### config.mk
export PLATFORM = sky130hd
export DESIGN_NAME = raster_timing_gen
export DESIGN_NICKNAME = d
export VERILOG_FILES = /design/src/rtl/rtg_pkg.sv /design/src/rtl/rtg_regs.sv /design/src/rtl/rtg_counters.sv /design/src/rtl/rtg_decode.sv /design/src/rtl/raster_timing_gen.sv
export SDC_FILE = /design/constraint.sdc
export NUM_CORES = 1
export LEC_CHECK = 0
export ABC_CLOCK_PERIOD_IN_PS = 5160
export BUFFER_PORTS_ARGS = -buffer_cell sky130_fd_sc_hd__buf_2
export CORE_ASPECT_RATIO = 0.8
export CORE_MARGIN = 2
export CORE_UTILIZATION = 35
export DETAILED_ROUTE_END_ITERATION = 8
export PLACE_DENSITY_LB_ADDON = 0.25
export SLEW_MARGIN = 10
export SYNTH_ARGS = -nofsm -noshare
export SYNTH_HDL_FRONTEND = slang
export SYNTH_SLANG_ARGS = --single-unit
### constraint.sdc
create_clock -name clk -period 5.16 [get_ports clk]
set_input_delay 1.032 -clock clk [delete_from_list [all_inputs] [get_ports clk]]
set_output_delay 1.032 -clock clk [all_outputs]
set_load 0.02 [all_outputs]
### src/rtl/rtg_pkg.sv
package rtg_pkg;
  parameter int H_BITS    = 12;
  parameter int V_BITS    = 11;
  parameter int H_LSB     = 16;
  parameter int V_LSB     = 0;
  parameter int ADDR_BITS = 3;
  parameter int DATA_BITS = 32;

  localparam int V_PAD = H_BITS - V_BITS;

  typedef enum logic [ADDR_BITS-1:0] {
    SEL_SYNC   = 3'd0,
    SEL_BPORCH = 3'd1,
    SEL_ACTIVE = 3'd2,
    SEL_TOTAL  = 3'd3,
    SEL_CTRL   = 3'd4,
    SEL_RELOAD = 3'd5,
    SEL_LINE   = 3'd6
  } reg_sel_e;

  typedef struct packed {
    logic [H_BITS-1:0] h_sync;
    logic [H_BITS-1:0] h_bp;
    logic [H_BITS-1:0] h_act;
    logic [H_BITS-1:0] h_tot;
    logic [V_BITS-1:0] v_sync;
    logic [V_BITS-1:0] v_bp;
    logic [V_BITS-1:0] v_act;
    logic [V_BITS-1:0] v_tot;
  } timing_t;

  function automatic logic [H_BITS-1:0] h_field(input logic [DATA_BITS-1:0] d);
    return d[H_LSB +: H_BITS];
  endfunction

  function automatic logic [V_BITS-1:0] v_field(input logic [DATA_BITS-1:0] d);
    return d[V_LSB +: V_BITS];
  endfunction

  function automatic logic [H_BITS-1:0] widen_v(input logic [V_BITS-1:0] v);
    return {{V_PAD{1'b0}}, v};
  endfunction

  // strictly past the low boundary, up to and including the high one
  function automatic logic in_span(input logic [H_BITS-1:0] pos,
                                   input logic [H_BITS-1:0] lo,
                                   input logic [H_BITS-1:0] hi);
    return (pos > lo) && (pos <= hi);
  endfunction

  function automatic logic pin_level(input logic active, input logic high_true);
    return high_true ? active : ~active;
  endfunction
endpackage

### src/rtl/rtg_regs.sv
module rtg_regs
  import rtg_pkg::*;
(
  input  logic                 clk,
  input  logic                 rst_n,
  input  logic                 wr_en,
  input  logic [ADDR_BITS-1:0] wr_addr,
  input  logic [DATA_BITS-1:0] wr_data,
  input  logic                 frame_wrap,
  output timing_t              live_tim,
  output logic                 enable,
  output logic                 pol_h,
  output logic                 pol_v,
  output logic                 pol_de,
  output logic                 pclk_flip,
  output logic [V_BITS-1:0]    line_pos,
  output logic                 pending
);
  timing_t shd_q;
  timing_t live_q;
  logic    imm_q;
  logic    vbl_q;
  logic    wr_reload;
  logic    copy_now;
  logic    imm_nxt;
  logic    vbl_nxt;

  assign wr_reload = wr_en && (wr_addr == SEL_RELOAD);
  assign copy_now  = imm_q || (vbl_q && frame_wrap);
  assign imm_nxt   = wr_reload && wr_data[0];
  assign vbl_nxt   = (vbl_q && !frame_wrap) || (wr_reload && wr_data[1]);

  always_ff @(posedge clk or negedge rst_n) begin
    if (!rst_n) begin
      shd_q     <= '0;
      live_q    <= '0;
      imm_q     <= 1'b0;
      vbl_q     <= 1'b0;
      enable    <= 1'b0;
      pol_h     <= 1'b0;
      pol_v     <= 1'b0;
      pol_de    <= 1'b0;
      pclk_flip <= 1'b0;
      line_pos  <= '0;
    end else begin
      if (copy_now) live_q <= shd_q;
      imm_q <= imm_nxt;
      vbl_q <= vbl_nxt;
      if (wr_en) begin
        case (wr_addr)
          SEL_SYNC:   begin shd_q.h_sync <= h_field(wr_data); shd_q.v_sync <= v_field(wr_data); end
          SEL_BPORCH: begin shd_q.h_bp   <= h_field(wr_data); shd_q.v_bp   <= v_field(wr_data); end
          SEL_ACTIVE: begin shd_q.h_act  <= h_field(wr_data); shd_q.v_act  <= v_field(wr_data); end
          SEL_TOTAL:  begin shd_q.h_tot  <= h_field(wr_data); shd_q.v_tot  <= v_field(wr_data); end
          SEL_CTRL: begin
            enable    <= wr_data[0];
            pclk_flip <= wr_data[28];
            pol_de    <= wr_data[29];
            pol_v     <= wr_data[30];
            pol_h     <= wr_data[31];
          end
          SEL_LINE: line_pos <= v_field(wr_data);
          default: ;
        endcase
      end
    end
  end

  assign live_tim = live_q;
  assign pending  = imm_q || vbl_q;

  AST_IMM_SELF_CLEAR: assert property (@(posedge clk) disable iff (!rst_n)
    (imm_q && !(wr_reload && wr_data[0])) |=> !imm_q);
  AST_IMM_COPIES: assert property (@(posedge clk) disable iff (!rst_n)
    imm_q |=> (live_q == $past(shd_q)));
  AST_VBL_WAITS: assert property (@(posedge clk) disable iff (!rst_n)
    (vbl_q && !frame_wrap) |=> vbl_q);
  AST_LIVE_HELD: assert property (@(posedge clk) disable iff (!rst_n)
    !copy_now |=> $stable(live_q));
endmodule

### src/rtl/rtg_counters.sv
module rtg_counters
  import rtg_pkg::*;
(
  input  logic              clk,
  input  logic              rst_n,
  input  logic              enable,
  input  logic [H_BITS-1:0] h_tot,
  input  logic [V_BITS-1:0] v_tot,
  output logic [H_BITS-1:0] x,
  output logic [V_BITS-1:0] y,
  output logic              frame_wrap
);
  logic line_end;
  logic last_line;

  assign line_end   = enable && (x >= h_tot);
  assign last_line  = y >= v_tot;
  assign frame_wrap = line_end && last_line;

  always_ff @(posedge clk or negedge rst_n) begin
    if (!rst_n) begin
      x <= '0;
      y <= '0;
    end else if (!enable) begin
      x <= '0;
      y <= '0;
    end else if (line_end) begin
      x <= '0;
      y <= last_line ? '0 : y + 1'b1;
    end else begin
      x <= x + 1'b1;
    end
  end

  AST_HOLD_OFF: assert property (@(posedge clk) disable iff (!rst_n)
    !enable |=> (x == '0 && y == '0));
  AST_X_WRAP: assert property (@(posedge clk) disable iff (!rst_n)
    line_end |=> (x == '0));
  AST_FRAME_WRAP: assert property (@(posedge clk) disable iff (!rst_n)
    frame_wrap |=> (y == '0));
endmodule

### src/rtl/rtg_decode.sv
module rtg_decode
  import rtg_pkg::*;
(
  input  logic              enable,
  input  timing_t           tim,
  input  logic [H_BITS-1:0] x,
  input  logic [V_BITS-1:0] y,
  input  logic              pol_h,
  input  logic              pol_v,
  input  logic              pol_de,
  input  logic [V_BITS-1:0] line_pos,
  output logic              hsync,
  output logic              vsync,
  output logic              de,
  output logic              line_irq
);
  logic hs_on;
  logic vs_on;
  logic de_on;

  always_comb begin
    hs_on    = enable && (x <= tim.h_sync);
    vs_on    = enable && (y <= tim.v_sync);
    de_on    = enable && in_span(x, tim.h_bp, tim.h_act)
                      && in_span(widen_v(y), widen_v(tim.v_bp), widen_v(tim.v_act));
    hsync    = pin_level(hs_on, pol_h);
    vsync    = pin_level(vs_on, pol_v);
    de       = pin_level(de_on, pol_de);
    line_irq = enable && (x == '0) && (y == line_pos);
  end
endmodule

### src/rtl/raster_timing_gen.sv
module raster_timing_gen
  import rtg_pkg::*;
(
  input  logic                 clk,
  input  logic                 rst_n,
  input  logic                 wr_en,
  input  logic [ADDR_BITS-1:0] wr_addr,
  input  logic [DATA_BITS-1:0] wr_data,
  output logic                 hsync,
  output logic                 vsync,
  output logic                 de,
  output logic                 pclk_inv,
  output logic [H_BITS-1:0]    pos_x,
  output logic [V_BITS-1:0]    pos_y,
  output logic                 line_irq,
  output logic                 reload_pending
);
  timing_t           live_tim;
  logic              enable;
  logic              pol_h;
  logic              pol_v;
  logic              pol_de;
  logic [V_BITS-1:0] line_pos;
  logic              frame_wrap;

  rtg_regs u_regs (
    .clk(clk), .rst_n(rst_n), .wr_en(wr_en), .wr_addr(wr_addr), .wr_data(wr_data),
    .frame_wrap(frame_wrap), .live_tim(live_tim), .enable(enable),
    .pol_h(pol_h), .pol_v(pol_v), .pol_de(pol_de), .pclk_flip(pclk_inv),
    .line_pos(line_pos), .pending(reload_pending)
  );

  rtg_counters u_cnt (
    .clk(clk), .rst_n(rst_n), .enable(enable),
    .h_tot(live_tim.h_tot), .v_tot(live_tim.v_tot),
    .x(pos_x), .y(pos_y), .frame_wrap(frame_wrap)
  );

  rtg_decode u_dec (
    .enable(enable), .tim(live_tim), .x(pos_x), .y(pos_y),
    .pol_h(pol_h), .pol_v(pol_v), .pol_de(pol_de), .line_pos(line_pos),
    .hsync(hsync), .vsync(vsync), .de(de), .line_irq(line_irq)
  );

  AST_IRQ_NEEDS_EN: assert property (@(posedge clk) disable iff (!rst_n)
    line_irq |-> (pos_x == '0));
endmodule

==> reports/summary.log <==
INFO  worst_setup_path timing_worst_setup_path_type=flip-flop to output pin
INFO  final_layout   layout.core_utilization=40.7%
INFO  yosys          post_synth_top_flop=sky130_fd_sc_hd__dfrtp_1
INFO  timing         final_critical_path_setup_slack=1210ps
INFO  pwr            total_power=0.00573W
INFO  placed_design  dpl_cell_area=11,900squm
INFO  clocking       htree_levels=1
INFO  floorplanning  die_area=33,400squm
INFO  pwr            sw_frac_of_total=29.8%
INFO  floorplanning  boundaryPins=67
INFO  worst_setup_path worstPathRequired=4130ps
INFO  grt            grt_first_pass_wirelength=41,100um
INFO  worst_setup_path timing.critical_path.arrival=2920ps
INFO  clocking       clock_tree.root_cell=sky130_fd_sc_hd__clkbuf_16
INFO  pwr            p_int=0.00403W
INFO  worst_setup_path setup.worst_path.end_class=output pin
INFO  timing         rsz0062_at_grt=false
INFO  grt            grt_usage=15.9%
INFO  pwr            comb_power_share=24.1%
INFO  timing         totalNegativeSetupSlack=0ps
INFO  clocking       max-clock-path-buffers=3
INFO  floorplanning  std_cell_rows=58
INFO  placed_design  dpl.hpwl=17,500um
INFO  clocking       cts.repair.resized=0
INFO  yosys          postSynthRegisterBits=225
INFO  grt            via_count_of_the_first_global_routing_pass=7,115
INFO  yosys          ys_seq_area_share=50.3%
INFO  yosys          post_synthesis_cell_type_with_the_largest_combined_area=sky130_fd_sc_hd__dfrtp_1
INFO  clocking       tritoncts.num_buffers=25
INFO  yosys          post_synth_most_frequent_cells=sky130_fd_sc_hd__dfrtp_1, sky130_fd_sc_hd__mux2_2, sky130_fd_sc_hd__inv_1
INFO  run_status     outcome=finished, final reports clean
INFO  grt            grt_max_degree=127
INFO  timing         timing.final.crit_share=76.6%
INFO  pwr            vdd_drop_max=0.000187V
INFO  yosys          post-synth-top-count-cell=sky130_fd_sc_hd__dfrtp_1
INFO  flow_run       max-cap-violations=0
INFO  placed_design  routabilityCongestion=0.769
INFO  yosys          netlist_instances=884
INFO  pwr            switching_power=0.00171W
INFO  clocking       tritoncts=done
INFO  placed_design  io_buffer_count=61
INFO  timing         timing.clock.skew=16.4ps
INFO  timing         worst_pin_slew=932ps
INFO  grt            grt.met2_usage=24.3%
INFO  floorplanning  dieHeight=164um
INFO  yosys          synth.avg_cell_area=12.7squm
INFO  clocking       clock_sinks=225
INFO  grt            grt_use_met1=23.6%
INFO  min_path       min-delay-path-class=flip-flop to flip-flop
INFO  grt            grt_antenna_before_repair=2
INFO  route          detail-route-antenna-nets=0
INFO  route          drc_errors=0
INFO  worst_setup_path r2r.worst_path.cells=8
INFO  clocking       clk-insertion-delay-late=510ps
INFO  clocking       post-cts-setup-buffer-count=0
INFO  grt            gr-usage-met3=2.88%
INFO  timing         timing.max_slew.rel_slack=37.2%
INFO  pwr            cellLeakagePower=6.16nW
INFO  yosys          yosysUniqueCellTypes=50
INFO  yosys          yosys-top-cells-area=sky130_fd_sc_hd__dfrtp_1, sky130_fd_sc_hd__mux2_2, sky130_fd_sc_hd__ha_1
INFO  pwr            power_frac_seq=44.7%
INFO  final_layout   area_delta_synth_final=14.2%
INFO  floorplanning  die_width=204um
INFO  timing         clock.fmax=0.253GHz
INFO  worst_setup_path setup.worst_path.start_class=flip-flop
INFO  route          routed_wire_per_std_cell=18.4um
INFO  min_path       hold_path_depth=1
INFO  timing         finalHoldViolCount=0
INFO  worst_setup_path crit_path_max_fanout=9
INFO  yosys          synth.yosys.warnings=0
INFO  yosys          synth_largest_type_area_fraction=50.3%
INFO  floorplanning  design.core.area=31,400squm
INFO  route          drt_iter0_drc=311
INFO  pwr            pwr_density_cell=449nW/um^2
INFO  pwr            power.share.clock=31.3%
INFO  yosys          synthesis.nets=1,017
INFO  clocking       cts_hold_buffers=0
INFO  final_layout   final_nets=1,091
INFO  timing         min_period=3950ps
INFO  route          via_per_inst=4.96
INFO  floorplanning  start_util=35.6%
INFO  yosys          synth-async-reset-ratio=100%
INFO  route          total_wirelength_of_the_detailed_routed_design=25,600um
INFO  timing         final_slew_viol_count=0
INFO  clocking       clock_slew_at_reported_path_ffs=60ps
INFO  grt            overflow=0
INFO  route          drtPass1Iterations=4
INFO  timing         setup_viol_count_final=0
INFO  grt            busiest_layer=met2
INFO  route          routed-via-count=6,914
INFO  yosys          synth_edf_count=0
INFO  yosys          synth_area=11,200squm
INFO  final_layout   final_instance_area=12,800squm
INFO  final_layout   post_route_cells_drive_above_1_share=23.9%
INFO  placed_design  place_worst_setup_slack=1600ps
==> critical path, cell delays in order (launching register included) <==
cell                        delay, ps
sky130_fd_sc_hd__dfrtp_1          560
sky130_fd_sc_hd__ha_1             390
sky130_fd_sc_hd__nand4_1          120
sky130_fd_sc_hd__nor3_1           360
sky130_fd_sc_hd__a21oi_1          110
sky130_fd_sc_hd__a31oi_1          310
sky130_fd_sc_hd__o2111ai_1        220
sky130_fd_sc_hd__xor2_1           180
sky130_fd_sc_hd__buf_2            170
==> per-layer routing <==
layer | up-vias | wire [um]
met5 | - | 0
met4 | 0 | 419
met3 | 29 | 850
met2 | 73 | 11000
met1 | 3521 | 13400
li1 | 3291 | -
==> final timing paths <==
check / end / from / slack [ps]
max reg2reg: u_regs.live_tim[2]$_DFFE_PN0P_ / u_cnt.y[6]$_DFFE_PN0P_ / 1660
min in group asynchronous: u_regs.live_tim[83]$_DFFE_PN0P_ / rst_n / 530
max: de / u_cnt.y[9]$_DFFE_PN0P_ / 1210
max in group asynchronous: u_regs.shd_q[5]$_DFFE_PN0P_ / rst_n / 3510
min: u_regs.live_tim[77]$_DFFE_PN0P_ / u_regs.shd_q[77]$_DFFE_PN0P_ / 480
min reg2reg: u_regs.live_tim[77]$_DFFE_PN0P_ / u_regs.shd_q[77]$_DFFE_PN0P_ / 480
==> flip-flops by register name, indices dropped and copies added, names as in the netlist <==
name / count
u_regs.imm_q: 1
u_regs.pclk_flip: 1
u_regs.shd_q: 92
u_regs.enable: 1
u_regs.line_pos: 11
u_regs.pol_v: 1
u_regs.pol_h: 1
u_cnt.x: 12
u_cnt.y: 11
u_regs.vbl_q: 1
u_regs.live_tim: 92
u_regs.pol_de: 1
==> kinds of logic (layout without fill, tap and decap cells) <==
| logic type | count (synthesis) | after routing | synth area share, % |
|---|---|---|---|
| fa+ha+maj | 95 | 95 | 10.6 |
| mux | 200 | 200 | 20.1 |
| xor+xnor | 24 | 24 | 1.88 |
| other cells | 0 | 1 | 0 |
| buf+inv | 119 | 208 | 4.89 |
| compound gates | 101 | 101 | 6.26 |
| simple gates | 120 | 120 | 5.88 |
| flops | 225 | 225 | 50.3 |
==> cell type report <==
| type | count | area (sq um) |
|---|---|---|
| fill | 2984 | 18600 |
| sequential | 225 | 5630 |
| multi-input combinational | 540 | 5030 |
| clock buffer | 36 | 747 |
| tap | 420 | 526 |
| timing repair buffer | 70 | 395 |
| inverter | 96 | 360 |
| clock inverter | 6 | 80.1 |
| antenna | 1 | 2.50 |
==> power groups by stage <==
stage / sequential, W / combinational (W) / clock (W)
floorplan: 0.00251 / 0.00101 / 0
global placement: 0.00258 / 0.00136 / 0
detailed placement: 0.00260 / 0.00140 / 0
CTS: 0.00257 / 0.00140 / 0.00184
global route: 0.00264 / 0.00159 / 0.00191
finish: 0.00256 / 0.00138 / 0.00179
==> per-stage QoR <==
step	instances	hold slack [ps]
2_1_floorplan	884	452
6_report	1394	475
3_3_place_gp	1351	458
3_5_place_dp	1351	467
4_1_cts	1393	477
5_1_grt	1393	496
==> placed cells by master, fill, tap and decap left out, types with 4 or more instances in the layout <==
cell type,synthesis,layout
sky130_fd_sc_hd__o21ai_0,9,9
sky130_fd_sc_hd__nor2_1,18,17
sky130_fd_sc_hd__o31ai_1,4,4
sky130_fd_sc_hd__and3_1,11,11
sky130_fd_sc_hd__nor3b_1,7,6
sky130_fd_sc_hd__clkinv_2,0,4
sky130_fd_sc_hd__o311ai_0,7,7
sky130_fd_sc_hd__inv_1,96,96
sky130_fd_sc_hd__dfrtp_1,225,225
sky130_fd_sc_hd__mux2_1,82,82
sky130_fd_sc_hd__clkbuf_8,0,8
sky130_fd_sc_hd__o21a_1,9,9
sky130_fd_sc_hd__buf_4,0,8
sky130_fd_sc_hd__nor2b_1,7,7
sky130_fd_sc_hd__xor2_1,10,10
sky130_fd_sc_hd__nand2_1,16,16
sky130_fd_sc_hd__buf_2,2,60
sky130_fd_sc_hd__nand2b_1,4,4
sky130_fd_sc_hd__a211oi_1,4,4
sky130_fd_sc_hd__nor3_1,10,9
sky130_fd_sc_hd__a21o_1,19,19
sky130_fd_sc_hd__nand3_1,15,15
sky130_fd_sc_hd__a21oi_1,28,28
sky130_fd_sc_hd__xnor2_1,14,14
sky130_fd_sc_hd__nand4_1,18,18
sky130_fd_sc_hd__mux2_2,117,117
sky130_fd_sc_hd__ha_1,95,95
sky130_fd_sc_hd__clkbuf_16,0,25
No activity file was read; power rests on OpenSTA's default activity.
